## src/rtl/wdog_pkg.sv

```systemverilog
package wdog_pkg;

  typedef enum logic [2:0] {
    ADR_CTRL   = 3'd0,
    ADR_UNLOCK = 3'd1,
    ADR_BARK   = 3'd2,
    ADR_BITE   = 3'd3,
    ADR_COUNT  = 3'd4,
    ADR_ISTAT  = 3'd5,
    ADR_ITEST  = 3'd6
  } wdog_addr_e;

  localparam int unsigned ADDR_W    = 3;
  localparam int unsigned BIT_RUN   = 0;
  localparam int unsigned BIT_PAUSE = 1;
  localparam int unsigned BIT_KEY   = 0;
  // bark position shared by the status and test words
  localparam int unsigned BIT_BARK  = 0;

endpackage

```

## src/rtl/wdog_rst_sync.sv

```systemverilog
module wdog_rst_sync #(
  parameter int unsigned STAGES = 2
) (
  input  logic clk,
  input  logic arst_n,
  output logic rst_n_o
);

  logic [STAGES-1:0] sync_q;

  always_ff @(posedge clk or negedge arst_n) begin
    if (!arst_n) sync_q <= '0;
    else         sync_q <= {sync_q[STAGES-2:0], 1'b1};
  end

  assign rst_n_o = sync_q[STAGES-1];

endmodule

```

## src/rtl/wdog_regs.sv

```systemverilog
module wdog_regs
  import wdog_pkg::*;
#(
  parameter int unsigned CNT_W = 32
) (
  input  logic                 clk,
  input  logic                 rst_n,
  input  logic                 wr_en,
  input  logic [ADDR_W-1:0]    wr_addr,
  input  logic [CNT_W-1:0]     wr_data,
  output logic                 run_o,
  output logic                 pause_o,
  output logic [CNT_W-1:0]     bark_lim_o,
  output logic [CNT_W-1:0]     bite_lim_o,
  output logic                 unlocked_o
);

  logic             run_q, run_d;
  logic             pause_q, pause_d;
  logic [CNT_W-1:0] bark_q, bark_d;
  logic [CNT_W-1:0] bite_q, bite_d;
  logic             key_q, key_d;
  logic             cfg_we;

  assign cfg_we = wr_en & key_q;

  always_comb begin
    run_d   = run_q;
    pause_d = pause_q;
    bark_d  = bark_q;
    bite_d  = bite_q;
    key_d   = key_q;
    if (cfg_we && wr_addr == ADR_CTRL) begin
      run_d   = wr_data[BIT_RUN];
      pause_d = wr_data[BIT_PAUSE];
    end
    if (cfg_we && wr_addr == ADR_BARK) bark_d = wr_data;
    if (cfg_we && wr_addr == ADR_BITE) bite_d = wr_data;
    if (wr_en && wr_addr == ADR_UNLOCK && wr_data[BIT_KEY]) key_d = 1'b0;
  end

  always_ff @(posedge clk or negedge rst_n) begin
    if (!rst_n) begin
      run_q   <= 1'b0;
      pause_q <= 1'b0;
      bark_q  <= '1;
      bite_q  <= '1;
      key_q   <= 1'b1;
    end else begin
      run_q   <= run_d;
      pause_q <= pause_d;
      bark_q  <= bark_d;
      bite_q  <= bite_d;
      key_q   <= key_d;
    end
  end

  assign run_o      = run_q;
  assign pause_o    = pause_q;
  assign bark_lim_o = bark_q;
  assign bite_lim_o = bite_q;
  assign unlocked_o = key_q;

endmodule

```

## src/rtl/wdog_counter.sv

```systemverilog
module wdog_counter #(
  parameter int unsigned CNT_W = 32
) (
  input  logic             clk,
  input  logic             rst_n,
  input  logic             step_i,
  input  logic             load_i,
  input  logic [CNT_W-1:0] load_val_i,
  output logic [CNT_W-1:0] count_o
);

  localparam logic [CNT_W-1:0] CNT_MAX = '1;

  logic [CNT_W-1:0] cnt_q, cnt_d;

  always_comb begin
    cnt_d = cnt_q;
    if (load_i)                         cnt_d = load_val_i;
    else if (step_i && cnt_q != CNT_MAX) cnt_d = cnt_q + 1'b1;
  end

  always_ff @(posedge clk or negedge rst_n) begin
    if (!rst_n) cnt_q <= '0;
    else        cnt_q <= cnt_d;
  end

  assign count_o = cnt_q;

endmodule

```

## src/rtl/wdog_alarm.sv

```systemverilog
module wdog_alarm #(
  parameter int unsigned CNT_W = 32
) (
  input  logic             clk,
  input  logic             rst_n,
  input  logic             run_i,
  input  logic [CNT_W-1:0] count_i,
  input  logic [CNT_W-1:0] bark_lim_i,
  input  logic [CNT_W-1:0] bite_lim_i,
  input  logic             irq_clr_i,
  input  logic             irq_force_i,
  input  logic             pet_i,
  output logic             bark_o,
  output logic             bite_o
);

  logic bark_q, bark_d;
  logic bite_q, bite_d;
  logic bark_hit, bite_hit;

  assign bark_hit = run_i && (count_i >= bark_lim_i);
  assign bite_hit = run_i && (count_i >= bite_lim_i);

  always_comb begin
    bark_d = bark_q;
    if (irq_clr_i)               bark_d = 1'b0;
    if (irq_force_i || bark_hit) bark_d = 1'b1;
    bite_d = bite_q;
    if (bite_hit) bite_d = 1'b1;
    if (pet_i)    bite_d = 1'b0;
  end

  always_ff @(posedge clk or negedge rst_n) begin
    if (!rst_n) begin
      bark_q <= 1'b0;
      bite_q <= 1'b0;
    end else begin
      bark_q <= bark_d;
      bite_q <= bite_d;
    end
  end

  assign bark_o = bark_q;
  assign bite_o = bite_q;

endmodule

```

## src/rtl/bark_bite_wdog.sv

```systemverilog
module bark_bite_wdog
  import wdog_pkg::*;
#(
  parameter int unsigned CNT_W     = 32,
  parameter int unsigned SYNC_STGS = 2
) (
  input  logic             clk,
  input  logic             rst_n,
  input  logic             wr_en,
  input  logic [2:0]       wr_addr,
  input  logic [CNT_W-1:0] wr_data,
  input  logic [2:0]       rd_addr,
  output logic [CNT_W-1:0] rd_data,
  input  logic             sleep,
  output logic             bark_irq,
  output logic             bite_req
);

  logic             rst_sync_n;
  logic             ctrl_run, ctrl_pause, unlocked;
  logic [CNT_W-1:0] bark_lim, bite_lim, count_q;
  logic             cnt_wr, irq_clr, irq_force, step;

  wdog_rst_sync #(.STAGES(SYNC_STGS)) u_rst (
    .clk(clk), .arst_n(rst_n), .rst_n_o(rst_sync_n)
  );

  wdog_regs #(.CNT_W(CNT_W)) u_regs (
    .clk(clk), .rst_n(rst_sync_n), .wr_en(wr_en), .wr_addr(wr_addr),
    .wr_data(wr_data), .run_o(ctrl_run), .pause_o(ctrl_pause),
    .bark_lim_o(bark_lim), .bite_lim_o(bite_lim), .unlocked_o(unlocked)
  );

  assign cnt_wr    = wr_en && (wr_addr == ADR_COUNT);
  assign irq_clr   = wr_en && (wr_addr == ADR_ISTAT) && wr_data[BIT_BARK];
  assign irq_force = wr_en && (wr_addr == ADR_ITEST) && wr_data[BIT_BARK];
  assign step      = ctrl_run && !(ctrl_pause && sleep);

  wdog_counter #(.CNT_W(CNT_W)) u_cnt (
    .clk(clk), .rst_n(rst_sync_n), .step_i(step), .load_i(cnt_wr),
    .load_val_i(wr_data), .count_o(count_q)
  );

  wdog_alarm #(.CNT_W(CNT_W)) u_alarm (
    .clk(clk), .rst_n(rst_sync_n), .run_i(ctrl_run), .count_i(count_q),
    .bark_lim_i(bark_lim), .bite_lim_i(bite_lim), .irq_clr_i(irq_clr),
    .irq_force_i(irq_force), .pet_i(cnt_wr), .bark_o(bark_irq),
    .bite_o(bite_req)
  );

  always_comb begin
    rd_data = '0;
    unique case (rd_addr)
      ADR_CTRL: begin
        rd_data[BIT_RUN]   = ctrl_run;
        rd_data[BIT_PAUSE] = ctrl_pause;
      end
      ADR_UNLOCK: rd_data[BIT_KEY]  = unlocked;
      ADR_BARK:   rd_data           = bark_lim;
      ADR_BITE:   rd_data           = bite_lim;
      ADR_COUNT:  rd_data           = count_q;
      ADR_ISTAT:  rd_data[BIT_BARK] = bark_irq;
      default:    rd_data           = '0;
    endcase
  end

endmodule

```

## config.mk

```make
export PLATFORM = sky130hd
export DESIGN_NAME = bark_bite_wdog
export DESIGN_NICKNAME = d
export VERILOG_FILES = /design/src/rtl/wdog_pkg.sv /design/src/rtl/wdog_rst_sync.sv /design/src/rtl/wdog_regs.sv /design/src/rtl/wdog_counter.sv /design/src/rtl/wdog_alarm.sv /design/src/rtl/bark_bite_wdog.sv
export SDC_FILE = /design/constraint.sdc
export NUM_CORES = 1
export LEC_CHECK = 0
export ABC_AREA = 0
export BUFFER_PORTS_ARGS = -buffer_cell sky130_fd_sc_hd__buf_4
export CORE_ASPECT_RATIO = 1.2
export CORE_UTILIZATION = 25
export CTS_BUF_LIST = sky130_fd_sc_hd__clkbuf_8
export CTS_CLUSTER_DIAMETER = 30
export DETAILED_ROUTE_END_ITERATION = 10
export PLACE_DENSITY = 0.45
export SKIP_CTS_REPAIR_TIMING = 1
export SLEW_MARGIN = 40
export SYNTH_ARGS = -nofsm -noshare
export SYNTH_HDL_FRONTEND = slang
export SYNTH_HIERARCHICAL = 1
export SYNTH_SLANG_ARGS = --single-unit
export TNS_END_PERCENT = 30
```

## constraint.sdc

```tcl
create_clock -name clk -period 2.71 [get_ports clk]
set_input_delay 0.542 -clock clk [delete_from_list [all_inputs] [get_ports clk]]
set_output_delay 0.542 -clock clk [all_outputs]
set_load 0.01 [all_outputs]
```

# Word-level counts from Yosys, hierarchy flattened
# Index checks and enable logic that the tools add are counted.
dict set report totals {
  register_bits 103
  latch_bits 0
  ram_bits 0
  rom_bits 0
  in_bits 42
  n_memories 0
}
dict set report op_classes {
  add_sub_neg 1
  n_mul 0
  div 0
  magnitude_cmp 2
  eq_ne 12
  shifts 0
  mux 9
  n_bitwise 1
  n_reduce_logical 22
}
# operator n
set op_table {}
lappend op_table {{$pmux 30 s3} 1}
lappend op_table {{$ge 32x32->1} 2}
lappend op_table {{$mux 32} 2}
lappend op_table {{$add 32x1->32 const B} 1}
lappend op_table {{$ne 32x32->1 const B} 1}
lappend op_table {{$eq 3x3->1 const B} 5}
lappend op_table {{$logic_and 1x1->1} 15}
lappend op_table {{$eq 3x2->1 const B} 4}
lappend op_table {{$eq 3x1->1 const B} 2}
lappend op_table {{$logic_not 3->1} 2}
lappend op_table {{$pmux 1 s6} 1}
lappend op_table {{$reduce_bool 2->1} 3}
lappend op_table {{$mux 1} 4}
lappend op_table {{$pmux 1 s4} 1}
lappend op_table {{$and 1x1->1} 1}
lappend op_table {{$logic_not 1->1} 1}
lappend op_table {{$logic_or 1x1->1} 1}

# Depth between registers and ports, before layout
# Gate-level depths: netlist (run 1).
dict set report logic_depth {
  word_depth 6
  depth_mapped 7
}

# Modules after synthesis
# The synthesis (run 1) kept the hierarchy.
# module n_inst cells_each area_per_inst_um2
set modules_own_cells {}
lappend modules_own_cells {wdog_regs 1 148 2752.6}
lappend modules_own_cells {wdog_counter 1 243 2122.0}
lappend modules_own_cells {wdog_alarm 1 231 1682.9}
lappend modules_own_cells {bark_bite_wdog 1 91 774.5}
lappend modules_own_cells {wdog_rst_sync 1 3 53.8}

# Worst setup path before layout (run 1)
# OpenSTA, ideal clock, no wires.
dict set report synth_path {
  path_kind {input -> register}
  startpoint {input sleep}
  endpoint {register u_cnt.cnt_q[28], in the netlist u_cnt/count_o[28]}
  setup_ps 125
  arrival_ps 2187
  required_time_ps 2585
  setup_slack_ps 398
  cell_stages 7
  n_path_buf 1
  cell_sequence {a21boi_0 > inv_1 > or4_1 > buf_6 > a2111oi_4 > xor2_1 > mux2_2}
}
dict set report synth_via {
  elab_chain_cells 5
}
# item line_no
set synth_rtl {}
lappend synth_rtl {{from (decl)} bark_bite_wdog.sv:14} ;# input logic sleep,
lappend synth_rtl {{$logic_and 1x1->1} bark_bite_wdog.sv:37} ;# assign step = ctrl_run && !(ctrl_pause && sleep);
lappend synth_rtl {{$logic_not 1->1} bark_bite_wdog.sv:37}
lappend synth_rtl {{$logic_and 1x1->1} bark_bite_wdog.sv:37}
lappend synth_rtl {{$logic_and 1x1->1} wdog_counter.sv:19} ;# else if (step_i && cnt_q != CNT_MAX) cnt_d = cnt_q + 1'b1;
lappend synth_rtl {{$reduce_bool 2->1 (no line)} --}
lappend synth_rtl {{to (signal assigned)} wdog_counter.sv:24} ;# else cnt_q <= cnt_d;
lappend synth_rtl {{to (decl)} wdog_counter.sv:14} ;# logic [CNT_W-1:0] cnt_q, cnt_d;
# Every way passes these cells.
# A chain may end at the register's enable or synchronous reset.

# Worst setup path in the final report (run 1)
dict set report layout_path {
  startpoint {register u_cnt.cnt_q[0], in the netlist u_cnt/count_o[0]}
  endpoint {register u_cnt.cnt_q[20], in the netlist u_cnt/count_o[20]}
}
dict set report layout_via {
  elab_chain_cells 3
  word_cells_on_any_way 6
  classes_between {add/sub: 1; eq/ne: 1; mux: 2; reduce/logical: 2}
}
# item line_no
set layout_rtl {}
lappend layout_rtl {{$add 32x1->32 or $ne 32x32->1 (tied branches)} wdog_counter.sv:19}
lappend layout_rtl {{$mux 32 or $logic_and 1x1->1 (tied branches)} wdog_counter.sv:19}
lappend layout_rtl {{$mux 32 or $reduce_bool 2->1 (tied branches)} --}
# Parallel ways exist; a longest one is shown, timed or not. The select of a mux whose other input is x is not followed.

==> results of run 1 <==
## cells by family (layout without fill, tap and decap cells)
kind of cell	count (synthesis)	after routing	share of synthesized area
compound gates	137	137	0.144
xor+xnor	15	15	0.0178
fa+ha+maj	65	65	0.110
buf+inv	111	211	0.0715
flops	103	103	0.360
mux	101	101	0.165
other cells	1	1	0.000508
simple gates	183	183	0.131
## per-stage QoR
step | hold WS [ps] | cell area, µm² | util | total power (µW)
2_1_floorplan | 246 | 7390 | - | 4610
3_3_place_gp | 326 | 8560 | 0.296 | 5600
3_5_place_dp | 326 | 8560 | 0.296 | 5650
4_1_cts | -121 | 8780 | 0.303 | 6800
5_1_grt | 353 | 8790 | 0.304 | 7230
6_report | 359 | 8790 | 0.304 | 6700
## worst register-to-register path: cells and delay by family (launching register included)
family / cells / cell delay [ps]
flops: 1 / 500
xor+xnor: 1 / 160
simple gates: 2 / 660
fa+ha+maj: 1 / 260
compound gates: 2 / 390
buf+inv: 2 / 340
## Yosys cell counts, drive strengths merged (2+ instances only)
master	instances	area [µm²]
nand2b	4	40.0
o311ai	4	35.0
o22ai	2	12.5
and2	6	37.5
nand4	32	215
or4	6	45.0
a21oi	23	115
o211ai	3	22.5
a41oi	2	17.5
o31ai	3	22.5
a211o	2	17.5
dfstp	65	1710
nand3	22	110
xor2	2	17.5
mux2	68	878
and3	5	31.3
dfrtp	38	951
inv	80	300
xnor2	13	114
clkbuf	11	41.3
nor2	29	109
nor3	6	35.0
mux2i	32	320
o21ai	22	110
buf	19	183
a2111oi	7	124
a31oi	9	62.6
nand2	57	214
nor4	3	25.0
and4	6	52.6
a311o	6	60.1
a21o	4	30.0
a211oi	9	72.6
o2bb2ai	29	254
ha	65	813
nor2b	2	12.5
o21a	2	15.0
a2bb2oi	2	17.5
## power by group
group / total, µW / switching (µW) / internal [µW] / leakage, µW
registers: 2820 / 562 / 2260 / 0.00114
logic: 2760 / 1350 / 1420 / 0.00263
clock network: 1110 / 576 / 537 / 0.000119
## metal layers
metal,track usage,routed length [µm]
met1,0.188,10000
met2,0.259,11100
met3,0.0215,514
met4,0.0325,178
met5,0,0
## final timing paths
check	cells past startpoint	endpoint	slack (ps)	start
setup reg to reg	8	u_cnt/count_o[20]	290	u_cnt/count_o[0]
setup / recovery	8	u_cnt/count_o[20]	290	u_cnt/count_o[0]
hold reg to reg	0	u_rst/sync_q[1]	360	u_rst/sync_q[0]
hold / removal	2	u_regs/unlocked_o	360	wr_en
max in group asynchronous	1	u_regs/bite_lim_o[14]	1570	u_rst/sync_q[1]
min in group asynchronous	0	u_cnt/count_o[26]	390	u_rst/sync_q[1]
## state kept, by name, indices dropped and copies added (netlist names)
| name | cells |
|---|---|
| u_cnt/count_o | 32 |
| u_regs/pause_o | 1 |
| u_alarm/bark_o | 1 |
| u_regs/run_o | 1 |
| u_regs/bark_lim_o | 32 |
| u_regs/unlocked_o | 1 |
| u_regs/bite_lim_o | 32 |
| u_alarm/bite_o | 1 |
| u_rst/sync_q | 2 |
## area by class of cell
type | instances | area share
multi-input cells | 502 | 0.480
flip-flops and latches | 103 | 0.303
well taps | 385 | 0.0548
clock buffers | 10 | 0.0157
inverters | 81 | 0.0346
clock inverters | 6 | 0.00883
repair buffers | 114 | 0.103
==> impl_metrics.csv, run 1 <==
group,metric,value,unit
timing,min_period,2420,ps
floorplan,die_h,190,µm
layout,nets,918,
global_routing,grt_antenna_before_repair,0,
place,pre_cts_ws,154,ps
place,globalplace.congestion,0.784,
floorplan,initial_core_util,0.255,
detailed_routing,routed_via_density,4.83,
layout,n_antenna_cell,0,
synthesis,avgSynthCellArea,10.3,µm²
detailed_routing,vias,5802,
worst_setup_path,crit_slowest_cell,"dfrtp_1",
floorplan,pin_count,76,
timing,finClkSkew,15.4,ps
layout,layout-drive-gt1-share,0.344,
worst_setup_path,crit_buf_inv,2,
clock_network,cts_buffer_depth,2,
power,powerDensity,762,nW/µm²
synthesis,yosysWarnings,6,
worst_setup_path,crit_required,2990,ps
floorplan,rows,68,
clock_network,clock_sinks,103,
synthesis,synth.distinct_cells,69,
place,dpl.cell_count,1184,
floorplan,dieArea,30200,µm²
timing,finalHoldViolCount,0,
layout,multi_input_area,4210,µm²
run_status,outcome,"finished clean",
layout,syn_to_final_growth,19.0,%
worst_setup_path,worstSetupPathType,"flip-flop to flip-flop",
worst_setup_path,critPathTopFamily,"simple AND/OR/NAND/NOR gates",
timing,min_period_over_period,0.893,
timing,tns,0,ps
detailed_routing,wl_per_cell,18.2,µm
run,max_cap_violations,0,
clock_network,cts_tree,"yes",
layout,final_common_cell,"buf_4",
synthesis,async_reset_ff_frac,1.00,
timing,fmax,0.413,GHz
detailed_routing,dr.first_iter.drc_count,238,
synthesis,ys_seq_area_frac,0.360,
synthesis,syn_area,7390,µm²
synthesis,yosys_register_bits,103,
place,dp_hpwl,16400,µm
floorplan,core,28900,µm²
timing,rsz0062_at_grt,"no",
timing,worst_pin_slew,686,ps
floorplan,die_x,159,µm
global_routing,grt_usage,0.147,
global_routing,gr-total-overflow,0,
synthesis,syn_inst,716,
timing,worst_slack,290,ps
clock_network,clockRootBuffer,"clkbuf_8",
place,portBuffers,75,
synthesis,syn_nets,823,
global_routing,grt_start_max_net_pins,46,
detailed_routing,wl,21800,µm
clock_network,cts.clk_slew.worst_paths,100,ps
clock_network,cts_made_buffers,9,
timing,finalMaxSlewViolations,0,
layout,regArea,2660,µm²
detailed_routing,drcViolationCount,0,
worst_setup_path,cp_common_cell,"buf_4",
synthesis,synth_edf_count,0,
worst_setup_path,worst_setup_path_start_kind,"flip-flop",
worst_setup_path,cp-end-kind,"flip-flop",
synthesis,synthFlopType,"dfstp_2",
timing,relSlewSlack,0.542,
global_routing,grt_pass1_vias,5868,
timing,setup_viol_count_final,0,
power,vdd_drop_max,0.260,mV
clock_network,clkLatencyLatePin,390,ps
detailed_routing,ant_nets,0,
detailed_routing,drtPass1Iterations,4,
power,power.leakage,0.00390,µW
global_routing,grt_pass1_wl,34300,µm
worst_setup_path,critPathMaxFanout,7,
clock_network,htree_levels,3,
layout,fill_cells,3135,
min_path,hold_class,"primary input to flip-flop",
worst_setup_path,cp_cell_sequence,"ha_1 > nand4_1 > or4_1 > buf_4 > buf_4 > a2111oi_4 > xnor2_1 > o21ai_1",
worst_setup_path,max_stage_delay,500,ps
layout,final_cell_mix,"buf_4 (109), inv_1 (82), ha_1 (65), dfstp_2 (65), nand2_1 (57)",
worst_setup_path,cp.arrival,2700,ps
layout,instances_no_fill,1201,
Note: power is estimated with default switching activity, not from simulation.
==> inputs of run 2 (changes only) <==
- CORE_UTILIZATION: 25 -> 56
- PLACE_DENSITY: 0.45 -> 0.82
==> impl_metrics.csv, run 2 (synthesis gave the netlist of run 1 again) <==
group,metric,value,unit
floorplan,initial_core_util,0.578,
timing,fmax,0.407,GHz
layout,final_cell_mix,"buf_4 (96), inv_1 (82), ha_1 (65), dfstp_2 (65), nand2_1 (57)",
place,portBuffers,75,
worst_setup_path,crit_required,3000,ps
detailed_routing,routed_via_density,6.18,
clock_network,clockRootBuffer,"clkbuf_8",
floorplan,die_h,128,µm
timing,min_period_over_period,0.906,
run,max_cap_violations,0,
worst_setup_path,cp-end-kind,"flip-flop",
timing,finalMaxSlewViolations,0,
worst_setup_path,crit_slowest_cell,"dfrtp_1",
place,globalplace.congestion,0.899,
detailed_routing,vias,5959,
worst_setup_path,crit_buf_inv,1,
clock_network,clkLatencyLatePin,390,ps
clock_network,cts.clk_slew.worst_paths,100,ps
global_routing,gr-total-overflow,0,
detailed_routing,drtPass1Iterations,6,
timing,worst_pin_slew,707,ps
detailed_routing,wl_per_cell,19.3,µm
layout,syn_to_final_growth,13.5,%
global_routing,grt_start_max_net_pins,59,
power,finalPower,6790,µW
worst_setup_path,critPathMaxFanout,10,
timing,rsz0062_at_grt,"no",
detailed_routing,dr.max_layer_used,"met4",
clock_network,clock_sinks,103,
detailed_routing,ant_nets,0,
clock_network,cts_made_buffers,9,
detailed_routing,route.met2.wl,9760,µm
detailed_routing,wl_met1,7460,µm
worst_setup_path,cp.arrival,2740,ps
detailed_routing,dr.first_iter.drc_count,489,
global_routing,grt_usage,0.284,
layout,fill_cells,996,
global_routing,grt_pass1_wl,30300,µm
layout,final_common_cell,"buf_4",
floorplan,pin_count,76,
clock_network,htree_levels,3,
power,vdd_drop_max,0.450,mV
power,power.leakage,0.00382,µW
timing,relSlewSlack,0.529,
floorplan,die_x,107,µm
global_routing,grt_antenna_before_repair,0,
power,powerDensity,810,nW/µm²
timing,setup_viol_count_final,0,
worst_setup_path,max_stage_delay,510,ps
timing,finClkSkew,14.1,ps
worst_setup_path,regToRegSetupSlack,250,ps
worst_setup_path,cp_cell_sequence,"ha_1 > nand4_1 > or4_1 > buf_4 > a2111oi_4 > xor2_1 > mux2_2",
timing,finalHoldViolCount,0,
worst_setup_path,worst_setup_path_start_kind,"flip-flop",
run_status,outcome,"finished clean",
timing,min_period,2460,ps
floorplan,rows,45,
layout,layout-drive-gt1-share,0.331,
min_path,hold_class,"primary input to flip-flop",
detailed_routing,wl,18600,µm
detailed_routing,met3_length,776,µm
floorplan,core,12800,µm²
detailed_routing,drcViolationCount,0,
layout,n_antenna_cell,0,
global_routing,grt_pass1_vias,6156,
floorplan,dieArea,13700,µm²
place,dp_hpwl,13600,µm
worst_setup_path,critPathTopFamily,"simple AND/OR/NAND/NOR gates",
layout,nets,902,
clock_network,cts_tree,"yes",
worst_setup_path,worstSetupPathType,"flip-flop to flip-flop",
timing,tns,0,ps
clock_network,cts_buffer_depth,2,
==> run 2: cell types whose count changed in the layout (fill, tap and decap cells not counted) <==
| cell | delta |
|---|---|
| nor2_4 | -1 |
| buf_12 | -3 |
| bufinv_16 | +1 |
| nor2_2 | +1 |
| clkbuf_8 | +1 |
| clkinv_2 | -2 |
| buf_4 | -13 |
==> run 2: path summary, 6_finish.rpt <==
| kind | endpoint | cells past startpoint | startpoint |
|---|---|---|---|
| hold / removal | u_regs/unlocked_o | 2 | wr_en |
| setup reg to reg | u_cnt/count_o[28] | 7 | u_cnt/count_o[1] |
| max in group asynchronous | u_regs/bark_lim_o[5] | 1 | u_rst/sync_q[1] |
| min in group asynchronous | u_cnt/count_o[20] | 0 | u_rst/sync_q[1] |
| setup / recovery | u_cnt/count_o[28] | 7 | u_cnt/count_o[1] |
| hold reg to reg | u_rst/sync_q[1] | 0 | u_rst/sync_q[0] |
==> run 2: stage by stage <==
step                      instance area (µm²)  instances  hold WS [ps]  setup slack (ps)   util
after global placement                   8120        947           325               143  0.635
after floorplan                          7390        716           246               398      -
after global routing                     8380        964           357               152  0.656
after CTS                                8370        963          -102               308  0.655
after detailed placement                 8120        947           326               114  0.635
final                                    8380        964           348               255  0.656
==> run 2: power by group <==
group / switching, µW / internal [µW]
clock network: 534 / 658
logic: 1340 / 1390
registers: 601 / 2260
total: 2480 / 4310
==> run 2: area by class of cell <==
cell class                      instances  area (µm²)  area share
Multi-Input combinational cell        502        4210       0.502
Sequential cell                       103        2660       0.318
Timing Repair Buffer                   98         751      0.0896
Inverter                               81         304      0.0363
Tap cell                              164         205      0.0245
Clock buffer                           11         151      0.0181
Clock inverter                          5        97.6      0.0116
==> run 2: worst reg2reg max path, delay by kind of cell (launching register included) <==
family / cells / cell delay [ps]
simple gates: 2 / 670
flops: 1 / 510
mux: 1 / 270
fa+ha+maj: 1 / 270
buf+inv: 1 / 210
xor+xnor: 1 / 110
compound gates: 1 / 330
==> run 2: metal layers <==
layer | track usage | up-vias
met5 | 0 | -
met4 | 0.139 | 0
met3 | 0.0300 | 54
met2 | 0.500 | 214
met1 | 0.344 | 2919
li1 | - | 2772
==> inputs of run 3 (changes only) <==
- RECOVER_POWER: not set -> 50
==> impl_metrics.csv, run 3 (synthesis gave the netlist of run 1 again) <==
group,metric,value,unit
layout,syn_to_final_growth,12.8,%
layout,final_cell_mix,"buf_4 (91), inv_1 (82), ha_1 (65), dfstp_2 (64), nand2_1 (57)",
layout,instances_no_fill,964,
clock_network,htree_levels,3,
global_routing,grt_usage,0.284,
detailed_routing,dr.first_iter.drc_count,481,
detailed_routing,vias,5970,
timing,finalHoldViolCount,0,
run,max_cap_violations,1,
timing,setup_viol_count_final,0,
timing,finClkSkew,14.2,ps
global_routing,grt_antenna_before_repair,0,
floorplan,pin_count,76,
floorplan,die_h,128,µm
clock_network,clkLatencyLatePin,390,ps
detailed_routing,drtPass1Iterations,5,
power,finalPower,6750,µW
layout,n_antenna_cell,0,
min_path,hold-path-cell-count,2,
timing,rsz0062_at_grt,"no",
worst_setup_path,critPathTopFamily,"simple AND/OR/NAND/NOR gates",
floorplan,initial_core_util,0.578,
worst_setup_path,max_stage_delay,510,ps
worst_setup_path,worst-path-stages,7,
place,portBuffers,75,
timing,fmax,0.404,GHz
clock_network,cts_buffer_depth,2,
place,dp_hpwl,13600,µm
power,power.leakage,0.00377,µW
floorplan,core,12800,µm²
power,powerDensity,810,nW/µm²
worst_setup_path,worst_setup_path_start_kind,"flip-flop",
clock_network,cts_made_buffers,9,
floorplan,die_x,107,µm
worst_setup_path,crit_required,3000,ps
global_routing,grt_pass1_vias,6156,
layout,nets,902,
min_path,hold_class,"primary input to flip-flop",
floorplan,dieArea,13700,µm²
worst_setup_path,critPathMaxFanout,10,
global_routing,grt_start_max_net_pins,59,
clock_network,cts.clk_slew.worst_paths,100,ps
timing,relSlewSlack,-0.444,
timing,finalMaxSlewViolations,54,
layout,layout-drive-gt1-share,0.315,
worst_setup_path,crit_slowest_cell,"dfrtp_1",
floorplan,rows,45,
clock_network,clockRootBuffer,"clkbuf_8",
power,vdd_drop_max,0.450,mV
timing,min_period_over_period,0.912,
layout,final_util,0.652,
run_status,failed_checks,"max-capacitance violations, max-slew violations",
global_routing,grt_pass1_wl,30300,µm
run_status,outcome,"finished with violations",
timing,worst_pin_slew,2170,ps
detailed_routing,ant_nets,0,
worst_setup_path,cp_cell_sequence,"ha_1 > nand4_1 > or4_1 > buf_4 > a2111oi_4 > xor2_1 > mux2_2",
place,dpl.cell_count,947,
detailed_routing,routed_via_density,6.19,
clock_network,cts_tree,"yes",
worst_setup_path,crit_buf_inv,1,
worst_setup_path,worstSetupPathType,"flip-flop to flip-flop",
detailed_routing,wl,18700,µm
clock_network,clock_sinks,103,
worst_setup_path,cp.arrival,2760,ps
timing,min_period,2470,ps
layout,final_common_cell,"buf_4",
global_routing,gr-total-overflow,0,
detailed_routing,wl_per_cell,19.4,µm
detailed_routing,drcViolationCount,0,
place,globalplace.congestion,0.899,
worst_setup_path,rr_worst_depth,7,
worst_setup_path,cp-end-kind,"flip-flop",
timing,tns,0,ps
-- run 3: routing by layer --
| metal | part of all wire | track usage | up-vias |
|---|---|---|---|
| met5 | 0 | 0 | - |
| met1 | 0.40 | 0.344 | 2933 |
| met2 | 0.52 | 0.500 | 216 |
| li1 | - | - | 2768 |
| met3 | 0.041 | 0.0300 | 53 |
| met4 | 0.036 | 0.139 | 0 |
-- run 3: area by class of cell --
cell class / count / area [µm²]
fillers: 1011 / 4450
multi-input cells: 502 / 4180
flip-flops and latches: 103 / 2660
repair buffers: 98 / 733
inverters: 81 / 304
well taps: 164 / 205
clock buffers: 11 / 151
clock inverters: 5 / 97.6
-- run 3: through the flow --
stage | cell area (µm²) | worst slack, ps | hold WS [ps]
floorplan | 7390 | 398 | 246
finish | 8330 | 238 | 354
CTS | 8370 | 308 | -102
global route | 8330 | 125 | 362
global placement | 8120 | 143 | 325
detailed placement | 8120 | 114 | 326
-- run 3: worst paths after layout --
check                                  from                    to  slack, ps
setup / recovery           u_cnt/count_o[1]     u_cnt/count_o[28]        240
hold / removal                        wr_en     u_regs/unlocked_o        350
setup reg to reg           u_cnt/count_o[1]     u_cnt/count_o[28]        240
hold reg to reg             u_rst/sync_q[0]       u_rst/sync_q[1]        360
max in group asynchronous   u_rst/sync_q[1]  u_regs/bark_lim_o[5]        520
min in group asynchronous             rst_n       u_rst/sync_q[0]        460
-- run 3: where the power goes --
part	switching, µW	leakage [µW]	internal (µW)
Combinational	1350	0.00249	1350
Sequential	601	0.00114	2260
Clock	535	0.000132	658
-- run 3: worst reg2reg max path, delay by kind of cell, from the launching register on --
kind	cells	cell delay (ps)
compound gates	1	330
xor+xnor	1	110
buf+inv	1	210
flops	1	510
mux	1	270
fa+ha+maj	1	270
simple gates	2	670
